==> src/rtl/i2crr_pkg.sv <==
package i2crr_pkg;

  // Controller register offsets (decoded by the controller)
  localparam logic [4:0] RA_OWN   = 5'h00;
  localparam logic [4:0] RA_DATA  = 5'h04;
  localparam logic [4:0] RA_CTRL  = 5'h08;
  localparam logic [4:0] RA_STAT  = 5'h0C;  // status on read, baud on write
  localparam logic [4:0] RA_XOWN  = 5'h10;
  localparam logic [4:0] RA_SRST  = 5'h1C;

  // Control bits
  localparam logic [7:0] CB_ACK   = 8'h04;
  localparam logic [7:0] CB_STOP  = 8'h10;
  localparam logic [7:0] CB_START = 8'h20;
  localparam logic [7:0] CB_EN    = 8'h40;

  // Status codes
  localparam logic [7:0] SC_IDLE   = 8'hF8;
  localparam logic [7:0] SC_START  = 8'h08;
  localparam logic [7:0] SC_RSTART = 8'h10;
  localparam logic [7:0] SC_AW_ACK = 8'h18;
  localparam logic [7:0] SC_WD_ACK = 8'h28;
  localparam logic [7:0] SC_AR_ACK = 8'h40;
  localparam logic [7:0] SC_RD_ACK = 8'h50;
  localparam logic [7:0] SC_RD_NAK = 8'h58;

  localparam logic [7:0] BAUD_INIT = (8'd4 << 3) | 8'd4;

  typedef enum logic [3:0] {
    PH_EN, PH_START, PH_ADDRW, PH_OFFH, PH_OFFL,
    PH_RSTART, PH_ADDRR, PH_RDACK, PH_RDNAK, PH_STOP
  } phase_t;

  typedef struct packed {
    logic [7:0] ctrl;   // control byte to write
    logic [7:0] want;   // the one status accepted
    logic       sends;  // a data write precedes the control write
    logic       fetch;  // a data read follows the matching status
  } step_t;

  function automatic step_t step_of(phase_t ph);
    step_t s;
    s = '{ctrl: CB_EN, want: SC_IDLE, sends: 1'b0, fetch: 1'b0};
    case (ph)
      PH_EN:     s = '{ctrl: CB_EN,            want: SC_IDLE,   sends: 1'b0, fetch: 1'b0};
      PH_START:  s = '{ctrl: CB_EN | CB_START, want: SC_START,  sends: 1'b0, fetch: 1'b0};
      PH_ADDRW:  s = '{ctrl: CB_EN,            want: SC_AW_ACK, sends: 1'b1, fetch: 1'b0};
      PH_OFFH:   s = '{ctrl: CB_EN,            want: SC_WD_ACK, sends: 1'b1, fetch: 1'b0};
      PH_OFFL:   s = '{ctrl: CB_EN,            want: SC_WD_ACK, sends: 1'b1, fetch: 1'b0};
      PH_RSTART: s = '{ctrl: CB_EN | CB_START, want: SC_RSTART, sends: 1'b0, fetch: 1'b0};
      PH_ADDRR:  s = '{ctrl: CB_EN,            want: SC_AR_ACK, sends: 1'b1, fetch: 1'b0};
      PH_RDACK:  s = '{ctrl: CB_EN | CB_ACK,   want: SC_RD_ACK, sends: 1'b0, fetch: 1'b1};
      PH_RDNAK:  s = '{ctrl: CB_EN,            want: SC_RD_NAK, sends: 1'b0, fetch: 1'b1};
      PH_STOP:   s = '{ctrl: CB_EN | CB_STOP,  want: SC_IDLE,   sends: 1'b0, fetch: 1'b0};
      default:   s = '{ctrl: CB_EN,            want: SC_IDLE,   sends: 1'b0, fetch: 1'b0};
    endcase
    return s;
  endfunction

  // Phase order; 'last' means exactly one byte remains to be read
  function automatic phase_t phase_after(phase_t ph, logic two, logic last);
    case (ph)
      PH_EN:     return PH_START;
      PH_START:  return PH_ADDRW;
      PH_ADDRW:  return two ? PH_OFFH : PH_OFFL;
      PH_OFFH:   return PH_OFFL;
      PH_OFFL:   return PH_RSTART;
      PH_RSTART: return PH_ADDRR;
      PH_ADDRR:  return last ? PH_RDNAK : PH_RDACK;
      PH_RDACK:  return last ? PH_RDNAK : PH_RDACK;
      default:   return PH_STOP;
    endcase
  endfunction

  function automatic logic [7:0] tx_byte(phase_t ph, logic [6:0] dev, logic [15:0] off);
    case (ph)
      PH_ADDRW: return {dev, 1'b0};
      PH_OFFH:  return off[15:8];
      PH_OFFL:  return off[7:0];
      PH_ADDRR: return {dev, 1'b1};
      default:  return 8'h00;
    endcase
  endfunction

  function automatic logic [4:0] init_reg(logic [1:0] i);
    case (i)
      2'd0:    return RA_SRST;
      2'd1:    return RA_OWN;
      2'd2:    return RA_XOWN;
      default: return RA_STAT;
    endcase
  endfunction

  function automatic logic [7:0] init_val(logic [1:0] i);
    return (i == 2'd3) ? BAUD_INIT : 8'h00;
  endfunction

endpackage

==> src/rtl/i2crr_poll.sv <==
module i2crr_poll #(
  parameter int POLL_CYC  = 2500,
  parameter int MAX_POLLS = 1000,
  localparam int IW = (POLL_CYC  > 1) ? $clog2(POLL_CYC)      : 1,
  localparam int TW = $clog2(MAX_POLLS + 1)
) (
  input  logic          clk,
  input  logic          rst_n,
  input  logic          arm,       // new step: restart interval and attempt count
  input  logic          wait_en,   // interval is running
  output logic          due,       // interval elapsed: a status read may go out
  output logic [TW-1:0] tries,     // status reads made in this step
  output logic          exhausted  // no reads left in this step
);

  logic [IW-1:0] ivl_q;

  assign due       = wait_en && (ivl_q == IW'(POLL_CYC - 1));
  assign exhausted = (tries >= TW'(MAX_POLLS));

  always_ff @(posedge clk) begin
    if (!rst_n) begin
      ivl_q <= '0;
      tries <= '0;
    end else if (arm) begin
      ivl_q <= '0;
      tries <= '0;
    end else if (wait_en) begin
      if (due) begin
        ivl_q <= '0;
        tries <= tries + 1'b1;
      end else begin
        ivl_q <= ivl_q + 1'b1;
      end
    end
  end

endmodule

==> src/rtl/i2crr_fsm.sv <==
module i2crr_fsm
  import i2crr_pkg::*;
#(
  parameter int CNT_W = 8
) (
  input  logic             clk,
  input  logic             rst_n,
  input  logic             start,
  input  logic [6:0]       dev_addr,
  input  logic [15:0]      offset,
  input  logic             off_two,
  input  logic [CNT_W-1:0] count,
  input  logic             poll_due,
  input  logic             poll_exhausted,
  output logic             poll_arm,
  output logic             poll_wait,
  output logic             bus_we,
  output logic             bus_re,
  output logic [4:0]       bus_addr,
  output logic [7:0]       bus_wdata,
  input  logic [7:0]       bus_rdata,
  output logic             stat_hit,
  output logic [7:0]       rx_data,
  output logic             rx_valid,
  output logic             done,
  output logic [CNT_W-1:0] done_count,
  output logic             error,
  output logic [7:0]       err_status
);

  typedef enum logic [3:0] {
    S_IDLE, S_INIT, S_DWR, S_CWR, S_WAIT, S_SRD, S_SCHK, S_DRD, S_DCAP
  } st_t;

  st_t              st_q;
  phase_t           ph_q;
  logic [1:0]       idx_q;
  logic [6:0]       dev_q;
  logic [15:0]      off_q;
  logic             two_q;
  logic [CNT_W-1:0] rem_q;
  logic [CNT_W-1:0] tot_q;

  step_t            cur;
  step_t            nx_step;
  phase_t           ph_nx;
  logic [CNT_W-1:0] rem_after;
  logic             advance;

  assign cur       = step_of(ph_q);
  assign rem_after = (st_q == S_DCAP) ? rem_q - 1'b1 : rem_q;
  assign ph_nx     = phase_after(ph_q, two_q, rem_after == CNT_W'(1));
  assign nx_step   = step_of(ph_nx);
  assign stat_hit  = (st_q == S_SCHK) && (bus_rdata == cur.want);
  assign advance   = (stat_hit && !cur.fetch) || (st_q == S_DCAP);
  assign poll_arm  = (st_q == S_CWR);
  assign poll_wait = (st_q == S_WAIT);

  always_comb begin
    bus_we    = 1'b0;
    bus_re    = 1'b0;
    bus_addr  = RA_OWN;
    bus_wdata = 8'h00;
    case (st_q)
      S_INIT: begin bus_we = 1'b1; bus_addr = init_reg(idx_q); bus_wdata = init_val(idx_q); end
      S_DWR:  begin bus_we = 1'b1; bus_addr = RA_DATA; bus_wdata = tx_byte(ph_q, dev_q, off_q); end
      S_CWR:  begin bus_we = 1'b1; bus_addr = RA_CTRL; bus_wdata = cur.ctrl; end
      S_SRD:  begin bus_re = 1'b1; bus_addr = RA_STAT; end
      S_DRD:  begin bus_re = 1'b1; bus_addr = RA_DATA; end
      default: ;
    endcase
  end

  always_ff @(posedge clk) begin
    if (!rst_n) begin
      st_q       <= S_IDLE;
      ph_q       <= PH_EN;
      idx_q      <= '0;
      dev_q      <= '0;
      off_q      <= '0;
      two_q      <= 1'b0;
      rem_q      <= '0;
      tot_q      <= '0;
      rx_data    <= '0;
      rx_valid   <= 1'b0;
      done       <= 1'b0;
      done_count <= '0;
      error      <= 1'b0;
      err_status <= '0;
    end else begin
      done     <= 1'b0;
      error    <= 1'b0;
      rx_valid <= 1'b0;
      case (st_q)
        S_IDLE: if (start) begin
          dev_q <= dev_addr;
          off_q <= offset;
          two_q <= off_two;
          rem_q <= (count == '0) ? CNT_W'(1) : count;
          tot_q <= (count == '0) ? CNT_W'(1) : count;
          idx_q <= '0;
          st_q  <= S_INIT;
        end
        S_INIT: begin
          idx_q <= idx_q + 1'b1;
          if (idx_q == 2'd3) begin
            ph_q <= PH_EN;
            st_q <= S_CWR;
          end
        end
        S_DWR:  st_q <= S_CWR;
        S_CWR:  st_q <= S_WAIT;
        S_WAIT: if (poll_due) st_q <= S_SRD;
        S_SRD:  st_q <= S_SCHK;
        S_SCHK: begin
          if (stat_hit) begin
            if (cur.fetch) st_q <= S_DRD;
          end else if (poll_exhausted) begin
            error      <= 1'b1;
            err_status <= bus_rdata;
            st_q       <= S_IDLE;
          end else begin
            st_q <= S_WAIT;
          end
        end
        S_DRD:  st_q <= S_DCAP;
        S_DCAP: begin
          rx_data  <= bus_rdata;
          rx_valid <= 1'b1;
          rem_q    <= rem_after;
        end
        default: st_q <= S_IDLE;
      endcase
      if (advance) begin
        if (ph_q == PH_STOP) begin
          done       <= 1'b1;
          done_count <= tot_q;
          st_q       <= S_IDLE;
        end else begin
          ph_q <= ph_nx;
          st_q <= nx_step.sends ? S_DWR : S_CWR;
        end
      end
    end
  end

endmodule

==> src/rtl/i2crr_top.sv <==
module i2crr_top
  import i2crr_pkg::*;
#(
  parameter int CNT_W     = 8,
  parameter int POLL_CYC  = 2500,
  parameter int MAX_POLLS = 1000,
  localparam int TW = $clog2(MAX_POLLS + 1)
) (
  input  logic             clk,
  input  logic             rst_n,
  input  logic             start,
  input  logic [6:0]       dev_addr,
  input  logic [15:0]      offset,
  input  logic             off_two,
  input  logic [CNT_W-1:0] count,
  output logic             bus_we,
  output logic             bus_re,
  output logic [4:0]       bus_addr,
  output logic [7:0]       bus_wdata,
  input  logic [7:0]       bus_rdata,
  output logic [7:0]       rx_data,
  output logic             rx_valid,
  output logic             done,
  output logic [CNT_W-1:0] done_count,
  output logic             error,
  output logic [7:0]       err_status
);

  // Internal events, named for the checker
  logic          poll_due;
  logic          poll_exhausted;
  logic          poll_arm;
  logic          poll_wait;
  logic [TW-1:0] poll_tries;
  logic          stat_hit;
  logic          data_rd;

  assign data_rd = bus_re && (bus_addr == RA_DATA);

  i2crr_poll #(.POLL_CYC(POLL_CYC), .MAX_POLLS(MAX_POLLS)) u_poll (
    .clk       (clk),
    .rst_n     (rst_n),
    .arm       (poll_arm),
    .wait_en   (poll_wait),
    .due       (poll_due),
    .tries     (poll_tries),
    .exhausted (poll_exhausted)
  );

  i2crr_fsm #(.CNT_W(CNT_W)) u_fsm (
    .clk            (clk),
    .rst_n          (rst_n),
    .start          (start),
    .dev_addr       (dev_addr),
    .offset         (offset),
    .off_two        (off_two),
    .count          (count),
    .poll_due       (poll_due),
    .poll_exhausted (poll_exhausted),
    .poll_arm       (poll_arm),
    .poll_wait      (poll_wait),
    .bus_we         (bus_we),
    .bus_re         (bus_re),
    .bus_addr       (bus_addr),
    .bus_wdata      (bus_wdata),
    .bus_rdata      (bus_rdata),
    .stat_hit       (stat_hit),
    .rx_data        (rx_data),
    .rx_valid       (rx_valid),
    .done           (done),
    .done_count     (done_count),
    .error          (error),
    .err_status     (err_status)
  );

endmodule

==> config.mk <==
export PLATFORM = sky130hd
export DESIGN_NAME = i2crr_top
export DESIGN_NICKNAME = d
export VERILOG_FILES = /design/src/rtl/i2crr_pkg.sv /design/src/rtl/i2crr_poll.sv /design/src/rtl/i2crr_fsm.sv /design/src/rtl/i2crr_top.sv
export SDC_FILE = /design/constraint.sdc
export NUM_CORES = 1
export LEC_CHECK = 0
export ABC_AREA = 0
export BUFFER_PORTS_ARGS = -buffer_cell sky130_fd_sc_hd__buf_2
export CORE_MARGIN = 2
export CORE_UTILIZATION = 45
export CTS_CLUSTER_DIAMETER = 120
export DETAILED_ROUTE_END_ITERATION = 10
export GPL_TIMING_DRIVEN = 0
export PLACE_DENSITY = 0.66
export REMOVE_ABC_BUFFERS = 1
export SETUP_SLACK_MARGIN = 0.15
export SLEW_MARGIN = 30
export SYNTH_ARGS = -nofsm -noshare
export SYNTH_HDL_FRONTEND = slang
export SYNTH_HIERARCHICAL = 1
export SYNTH_SLANG_ARGS = --single-unit
==> constraint.sdc <==
create_clock -name clk -period 4.02 [get_ports clk]
set_input_delay 0.402 -clock clk [delete_from_list [all_inputs] [get_ports clk]]
set_output_delay 0.402 -clock clk [all_outputs]
set_load 0.02 [all_outputs]
# Yosys cells after proc, flatten, opt, wreduce, memory -nomap -nowiden
# Memory sizes are Yosys's and may differ from the RTL's. A register that Yosys moved wholly into a read port is not among the register bits.
# Cells that the tools add are included.
# totals
ff_bits,99
rom_bits,320
in_bits,43
out_inout_bits,42
memories,2
# op_classes
n_addsub,4
magnitude_cmp,1
eq_ne,28
n_mux,35
n_bitwise,3
n_reduce_logical,25
# mem_list
memory,depth,width,rd,rd_clocked_by_memory_dff,wr,line_no,text
(no name shown),16,10,1,0,0,i2crr_pkg.sv:44,case (ph)
(no name shown),16,10,1,1,0,i2crr_pkg.sv:44,
# op_table
op,count
$mux 4,13
$pmux 4 s9,1
$eq 4x3->1 const B,8
$pmux 8 s4,1
$pmux 4 s7,1
$mux 8,3
$pmux 8 s3,1
$pmux 5 s4,1
$eq 4x2->1 const B,4
$pmux 8 s2,1
$pmux 5 s3,1
$add 12x1->12 const B,1
$eq 12x12->1 const B,1
$mux 12,1
$reduce_and 2->1,6
$add 10x1->10 const B,1
$ge 10x10->1 const B,1
$eq 4x1->1 const B,2
$eq 4x4->1 const B,2
$eq 8x1->1 const B,1
$eq 8x8->1,1
$logic_not 4->1,2
$logic_not 8->1,1
$reduce_or 2->1,4
other kinds (23),37

# Depth between registers and ports, before layout
# Gate-level depths: netlist (run 1).
# An unclocked memory read counts as a cell.
# logic_depth
ltp_word,9
depth_mapped,13
mapped_depth_nobuf,13

# By module
# The synthesis (run 1) kept the hierarchy.
# by_module_without_submodules
mod,n_inst,cells_per_inst,area_each_um2,seq_area_each_um2
i2crr_fsm,1,508,4072.7,1721.7
i2crr_poll,1,121,1046.0,440.4

# Worst setup path before layout (run 1)
# No wires, ideal clock.
# synth_timing
path_type,register -> register
start,register u_fsm.st_q[0]
end,"register, netlist name u_fsm/cur[7]"
arrival_ps,2535
t_required_ps,3941
slack_ps,1406
path_stages_with_launch,14
path_buffers,2
cell_sequence,dfxtp_1 > buf_4 > or4b_1 > buf_4 > nor3_2 > o311ai_4 > a31oi_1 > a21oi_2 > and2_1 > inv_1 > ha_1 > nor2_1 > and2_1 > a211oi_2
# synth_between
elab_chain_len,8
elab_cells_between_ends,14
cone_classes,4 x eq/ne; 7 x mux; 3 x reduce/logical
# synth_lines
item,line_no,text
"start, declared",i2crr_fsm.sv:35,st_t st_q;
"start signal, assigned",i2crr_fsm.sv:141,st_q <= nx_step.sends ? S_DWR : S_CWR;
$eq 4x4->1,"i2crr_fsm.sv:51, i2crr_fsm.sv:55",
$mux 8,i2crr_fsm.sv:51,assign rem_after = (st_q == S_DCAP) ? rem_q - 1'b1 : rem_q;
$eq 8x1->1,i2crr_fsm.sv:52,"assign ph_nx = phase_after(ph_q, two_q, rem_after == CNT_W'(1));"
$mux 4,"i2crr_pkg.sv:69, i2crr_pkg.sv:70",
$pmux 4 s7,i2crr_pkg.sv:62,case (ph)
$mux 4,i2crr_fsm.sv:135,if (ph_q == PH_STOP) begin
$mux 4 (*),i2crr_fsm.sv:134,if (advance) begin
$mux 4 (no source line) (*),n/a,
# Every way passes the cells marked *; elsewhere a longest branch is shown, timed or not.
# A chain may end at the register's enable or synchronous reset.

# Final worst setup path (run 1)
# layout_timing
start,register u_fsm.st_q[3]
end,"register, netlist name u_fsm/cur[7]"
# layout_between
elab_chain_len,8
elab_cells_between_ends,14
cone_classes,4 x eq/ne; 7 x mux; 3 x reduce/logical
# layout_lines
item,line_no
$eq 4x4->1,"i2crr_fsm.sv:51, i2crr_fsm.sv:55"
$mux 8,i2crr_fsm.sv:51
$eq 8x1->1,i2crr_fsm.sv:52
$mux 4,"i2crr_pkg.sv:69, i2crr_pkg.sv:70"
$pmux 4 s7,i2crr_pkg.sv:62
$mux 4,i2crr_fsm.sv:135
$mux 4 (*),i2crr_fsm.sv:134
$mux 4 (no source line) (*),n/a
# Marks and branches as above.

==> results of run 1 <==
logic make-up after synthesis:
| family | count (synthesis) |
|---|---|
| muxes | 17 |
| xor gates and xnor gates | 20 |
| DFF | 108 |
| AOI/OAI and AO/OA | 132 |
| adders and majority gates | 11 |
| and+or+nand+nor | 285 |
| buffers and inverters | 55 |
| other | 1 |
metrics by stage:
stage	std cells	hold WS, ps	util	power (mW)
after CTS	834	274	0.537	2.25
after global placement	816	439	0.505	1.39
final	834	287	0.537	2.23
after floorplan	594	432	-	1.32
after global routing	834	280	0.537	2.33
after detailed placement	818	442	0.511	1.41
final timing paths:
kind,cells past startpoint,end
setup / recovery,11,u_fsm/cur[7]
hold reg to reg,2,u_fsm/dev_q[6]
setup reg to reg,11,u_fsm/cur[7]
hold / removal,3,u_fsm/off_q[7]
area by class of cell:
| class | count | area, um2 | area share |
|---|---|---|---|
| Clock buffer | 10 | 239 | 0.0405 |
| Clock inverter | 6 | 47.5 | 0.00806 |
| Inverter | 19 | 73.8 | 0.0125 |
| Multi-Input combinational cell | 467 | 2740 | 0.465 |
| Sequential cell | 108 | 2160 | 0.367 |
| Tap cell | 140 | 175 | 0.0297 |
| Timing Repair Buffer | 84 | 458 | 0.0776 |
per-layer routing:
layer,vias to the layer above,global-route usage,routed length [um]
met3,11,0.0317,532
met5,-,0,0
met1,2082,0.255,5390
met2,112,0.310,5340
li1,2281,-,-
met4,0,0.0650,151
sequential cells by signal, indices dropped and copies added (netlist names), 8 cells and up:
| register | cells |
|---|---|
| u_fsm/cur | 9 |
| u_fsm/done_count | 8 |
| u_fsm/err_status | 8 |
| u_fsm/off_q | 16 |
| u_fsm/rem_q | 8 |
| u_fsm/rx_data | 8 |
| u_fsm/tot_q | 8 |
| u_poll/ivl_q | 12 |
| u_poll/tries | 10 |
report_power, final:
group	switching, mW	leakage, nW	total, mW	internal, mW
logic	0.151	1.43	0.247	0.0959
registers	0.0326	0.876	1.14	1.11
clock network	0.398	0.127	0.838	0.440
worst max-delay path: cells and delay by family, from the launching register on:
kind            cells  cell delay (ps)
buf+inv             1               80
compound gates      5             1100
simple gates        4             1320
flops               1              600
fa+ha+maj           1              230
cell usage in the layout (no fill, tap or decap), drive strengths merged, types with 5 or more instances in the layout:
cell	n
nand2	109
dfxtp	108
buf	84
a21oi	80
nor2	75
inv	20
mux2i	16
nand3	14
o21ai	14
nor3	13
nor2b	12
xnor2	11
nand2b	11
ha	11
nand4	10
clkbuf	10
xor2	9
and3	7
or4	6
a31oi	6
and2	5
nor4	5
==> metrics list, run 1 <==
- Subtracting the final worst setup slack from the clock period gives 3440 ps.
* Via count of the first global-routing pass: 4,154
- In this run the mean area of a mapped cell was 8.14 um2.
- Die Outline Area: 0.0122 mm2
- Xor/xnor cell area share of the yosys netlist: 0.0342
- Across every metal layer, demand over resource in global routing totals 0.190.
- Leak pwr: 2.43 nW
- Simple-gate share of the synthesized area: 0.271
* Cell Area, Placed: 0.00561 mm2
- Ratio of final minimum period to clock period: 0.856
* Count of buffers from port buffering: 82
- Traced cell by cell, the critical path runs through nor4b_4, a211oi_2, o311ai_4, a31oi_1, a21oi_2, and2_1, inv_1, ha_1, nor2_1, and2_1, a211oi_2.
- On the worst path, the slowest cell contributes a delay of 840 ps.
- Of the post-synthesis cell area, the part taken by muxes is 0.0359.
* Fraction of layout cells with a size suffix above 1: 0.180
- Tightest Pin Transition: 925 ps
- In this run the cell area of the synthesized design comes to 0.00512 mm2.
* Critical path capture point type: register
- Arrival time worst endpoint: 3670 ps
* Highest clock frequency the design can meet: 291 MHz
- The worst hold path begins at offset[7].
* Compound-gate portion of the synthesized area: 0.164
- The slowest stage of the critical path is the nor4b_4 cell.
- Number of max-cap violations: 0
- Core area: 0.0110 mm2
- After synthesis, the share of flip-flops with an asynchronous set or reset is 0.
- In this run the power density over the cells is 377 mW/mm2.
- In the final timing run, aggregate negative setup slack is 0 ps.
- Residual DRC: 0
* Routability congestion estimate: 0.816
- After synthesis, the largest family of logic cells by area is simple AND/OR/NAND/NOR gates.
- The path class of the tightest hold or removal check is input pin to register.
* Hold buffers post-CTS: 0
- Clock tree buffer depth: 2
* Filler instances: 1,039
* Global-route wire length before repair: 19,500 um
- After detailed routing, the average wire length per cell comes to 13.7 um.
- Entering global routing, the biggest net connects 46 pins.
* RSZ-0062 raised after global routing: no
- Setup Skew: 7.92 ps
- In this run, synthesis produced a sequential element count of 108.
* Signed area change from the synthesized netlist to the final layout: 15.2%
* Die outline width: 111 um
* Post-synthesis share of cell area spent on full adders, half adders and majority gates: 0.0269
* Number of antenna violations at the first check in global routing: 0
* Place WS: 591 ps
- The biggest area contributor in the post-synthesis netlist is dfxtp_1.
* Postcts setup bufs: 0
- In this run the count of I/O pins placed on the die edge is 85.
- Count of nets left with antenna violations after detail routing: 0
- Proportion of synthesized chip area in sequential cells: 0.422
* Total length of routed wires: 11,400 um
- During synthesis, Yosys emitted a total of 6 warnings.
- Detailed-route via count: 4,486
- Number of library cell types mapped by synthesis: 66
- TritonCTS built the clock tree.
- The number of hold-slack violations in the final timing report was 0.
- Worst VDD drop: 0.189 mV
- Launching instance or port of the critical path: u_fsm/st_q[3]
- Setup slack of the worst register-to-register path: 580 ps
* Number of flops mapped to enable cells by yosys: 0
- Final instance area: 0.00590 mm2
- After legalization and detailed placement, the total HPWL measured 8090 um.
- Post-DR vias/cell: 5.38
* Number of standard cells after synthesis: 629
* Fin nets: 743
* Die extent in y: 111 um
- Category of the critical setup timing path: register to register
- The pre-antenna-repair detailed-routing pass consisted of 5 iterations.
- Clock-pin transition on the worst setup and hold timing paths: 70 ps
- Smallest setup slack after layout: 578 ps
* Commonest cells in the synthesized netlist: dfxtp_1 (108), nand2_1 (108), a21oi_1 (79)
- Overflow left after global routing: 0
* TritonCTS buffer count: 9
* Count of cells resized by post-cts repair: 0
- The H-tree was split into 3 levels.
- At the worst endpoint, the required time is 4250 ps.
- Of the post-synthesis cell area, the dominant cell type holds 0.422.
- Worst-Skew Late Latency: 350 ps
- 0 antenna diodes ended up in the layout.
- Counting every sink on the clock net gives 108.
- Critical path peak fanout: 14
- The tree is rooted in a clkbuf_16.
- Startpoint of the lowest-slack register-to-register path: u_fsm/st_q[3]
- Remaining max-slew budget at the tightest pin: 0.381
- The count of final max-slew check failures is 0.
- Starting utilization of the core area: 0.466
- Sorting the synthesized cells by area gives the leading types as dfxtp_1 (42%), nand2_1 (7.9%), a21oi_1 (7.7%), nor2_1 (5.5%), mux2i_1 (2.9%).
* Site row count: 38
* Worst setup SP type: register
- Status: complete, no violations
- The most used flip-flop cell after synthesis is dfxtp_1.
- The detailed router finished its first iteration with 243 violations.
- Setup-violating endpoint count in the final report: 0
Note: power is estimated with default switching activity, not from simulation.
==> run 2: changes to the inputs <==
--- a/config.mk
+++ b/config.mk
@@ -8,11 +8,10 @@
 export ABC_AREA = 0
 export BUFFER_PORTS_ARGS = -buffer_cell sky130_fd_sc_hd__buf_2
 export CORE_MARGIN = 2
-export CORE_UTILIZATION = 45
+export CORE_UTILIZATION = 35
 export CTS_CLUSTER_DIAMETER = 120
 export DETAILED_ROUTE_END_ITERATION = 10
 export GPL_TIMING_DRIVEN = 0
-export PLACE_DENSITY = 0.66
 export REMOVE_ABC_BUFFERS = 1
 export SETUP_SLACK_MARGIN = 0.15
 export SLEW_MARGIN = 30
==> run 2 against run 1 <==
  * Combinational power about the same
  * Critical path depth unchanged
  * Sequential share of layout area decreased by 0.54 points
  * Utilization decreased by 12 points
==> metrics list, run 2 (synthesis gave the netlist of run 1 again) <==
- The power per cell area is 384 mW/mm2 (+1.8%).
- Leak pwr: 2.46 nW (+1.2%)
- Number of design-rule violations left by the first detailed-router iteration: 228 (-6.2%)
- DR pass1 iterations: 5 (unchanged)
- The post-CTS resize count is 0 (unchanged).
* Global-route wire length before repair: 20,600 um (+5.4%)
- DPL Wire Length: 8520 um (+5.3%)
- Setup TNS: 0 ps (unchanged)
- Count of buffers from port buffering: 82 (unchanged)
- Critical path capture point type: register
* Post-route non-filler standard cell count: 879 (+5.4%)
* Leading cell types in the layout, fill and taps excluded: nand2_1 (108), dfxtp_1 (108), buf_2 (82)
- The number of antenna violations at the first check in global routing came to 0 (unchanged).
* Core area: 0.0144 mm2 (+31%)
- Pins Over Slew Limit: 0 (unchanged)
* Fin crit period: 3290 ps (-150 ps)
* Fraction of the core area covered by cells at the end of the flow: 0.415 (-0.122)
* Class of the most critical hold timing path: input pin to register
- Reg2Reg Capture Point: u_fsm/cur[7]
- Clock-pin transition on the worst setup and hold timing paths: 70 ps (about the same)
- RSZ-0062 raised after global routing: no
- The number of cells on the worst reg-to-reg path came to 11 (unchanged).
- The cell sitting at the root of the clock tree is a clkbuf_16.
- Number of H-tree levels: 3 (unchanged)
- Fraction of layout cells with a size suffix above 1: 0.181 (+0.00118)
* Area used by multi-input combinational logic: 0.00274 mm2 (unchanged)
- Setup slack of the worst register-to-register path: 730 ps (+150 ps)
- Hold buffers post-CTS: 0 (unchanged)
- The cell count after placement is 862 (+5.4%).
- More flip-flops sit in one register than any other, and that register is u_fsm/off_q.
- The total of max-cap violations was 0 (unchanged).
* Setup Skew: 5.68 ps (-2.24 ps)
- Post-DR vias/cell: 5.09 (-5.5%)
- The height of the chip was 125 um (+13%).
- The detailed-route via count was 4,470 (-0.36%).
- Setup-violating endpoint count in the final report: 0 (unchanged)
- All-Layer GR Usage: 0.159 (-0.0304)
- Status: complete, no violations
- Die outline width: 125 um (+13%)
- The most critical setup path has its endpoint at u_fsm/cur[7].
- The post-detailed-route DRC marker count came to 0 (unchanged).
- STA classifies the critical path startpoint as a register.
* Fin. Hold Viols: 0 (unchanged)
- The setup path with the least slack is of type register to register.
- The clock buffer count from CTS was 9 (unchanged).
- Ratio of final minimum period to clock period: 0.819 (-0.0372)
- Largest net degree at the start of global routing: 43 (-6.5%)
* IO Pins: 85 (unchanged)
- The via count of the first global-routing pass was 4,316 (+3.9%).
- The minimum hold slack is 278 ps (-8.48 ps).
- The initial cell density of the core came to 0.355 (-0.111).
* Detailed-route wire length per cell: 13.7 um (+0.34%)
- Clock tree buffer depth: 2 (unchanged)
- The worst-case vdd ir drop came to 0.332 mV (+76%).
- The number of setup buffers added after CTS came to 0 (unchanged).
- The maximum clock frequency is 304 MHz (+4.5%).
- Arrival time worst endpoint: 3570 ps (-100 ps)
- The required time at the worst-slack endpoint was 4300 ps (+50 ps).
- The number of nets at the end of the flow came to 744 (+0.13%).
- The total area of sequential cells came to 0.00216 mm2 (unchanged).
- Die Outline Area: 0.0156 mm2 (+27%)
* Overflow left after global routing: 0 (unchanged)
- Total length of routed wires: 12,100 um (+5.7%)
- Routability congestion estimate: 0.814 (-0.26%)
- The largest registers in the layout are u_fsm/off_q (16), u_poll/ivl_q (12), u_poll/tries (10).
* Antenna diode count: 0 (unchanged)
- The critical path starts at u_fsm/st_q[3].
- The worst-skew pair later-pin latency came to 360 ps (about the same).
- Site row count: 44 (+16%)
* Filler instances: 1,479 (+42%)
- The flip-flop count of the largest register, all copies and words added was 16 (unchanged).
- The startpoint identified for the worst register-to-register timing path is u_fsm/st_q[3].
* Remaining max-slew budget at the tightest pin: 0.472 (+0.0917)
- Count of nets left with antenna violations after detail routing: 0 (unchanged)
* Number of clock sinks seen by CTS: 108 (unchanged)
- TritonCTS built the clock tree.
- The largest driver fanout on the critical path was 16 (+2).
* Signed area change from the synthesized netlist to the final layout: 16.9%
- The slew at the pin closest to its max-slew limit was 792 ps (-134 ps).
## run 2: changes by cell type in the layout (fill, tap and decap cells not counted), sizes merged
cell      previous run  this run
inv                 20        21
clkinv               1         2
bufinv               0         1
clkinvlp             4         1
buf                 84        85
## run 2: routing by layer
layer  GRT usage  part of all wire
met5           0                 0
met4      0.0458             0.014
met3      0.0492             0.051
met2       0.274              0.49
met1       0.193              0.45
## run 2: worst min path at each step
| stage | startpoint | to | depth (start not counted) |
|---|---|---|---|
| global route | dev_addr[1] | u_fsm/dev_q[1] | 3 |
| CTS | dev_addr[1] | u_fsm/dev_q[1] | 3 |
| floorplan | u_fsm/dev_q[0] | u_fsm/dev_q[0] | 2 |
| detailed placement | u_fsm/dev_q[3] | u_fsm/dev_q[3] | 2 |
| global placement | u_fsm/dev_q[2] | u_fsm/dev_q[2] | 2 |
| finish | dev_addr[3] | u_fsm/dev_q[3] | 3 |
## run 2: area by class of cell
| cell class | instances | share of cell area |
|---|---|---|
| clock buffers | 10 | 0.0399 |
| well taps | 184 | 0.0385 |
| flip-flops and latches | 108 | 0.361 |
| multi-input cells | 467 | 0.458 |
| inverters | 19 | 0.0123 |
| clock inverters | 6 | 0.0115 |
| repair buffers | 85 | 0.0784 |
## run 2: metrics by stage
| stage | power, mW | area [um2] | setup slack, ps |
|---|---|---|---|
| final | 2.30 | 5990 | 728 |
| after global routing | 2.41 | 5990 | 428 |
| after CTS | 2.34 | 5970 | 533 |
| after detailed placement | 1.42 | 5670 | 527 |
| after global placement | 1.40 | 5600 | 609 |
| after floorplan | 1.32 | 4960 | 1170 |
## run 2: critical path, stage by stage (launching register included)
cell      delay (ps)
dfxtp_1          570
or4b_1           870
nor3_2           350
o311ai_4         160
a31oi_1          240
a21oi_2          100
and2_1           210
inv_1             90
ha_1             190
nor2_1            50
and2_1           190
a211oi_2         190
## run 2: power by group
group / internal [mW] / switching (mW) / total [mW]
Sequential: 1.11 / 0.0331 / 1.14
Clock: 0.504 / 0.406 / 0.911
Combinational: 0.0960 / 0.152 / 0.248
Total: 1.71 / 0.591 / 2.30
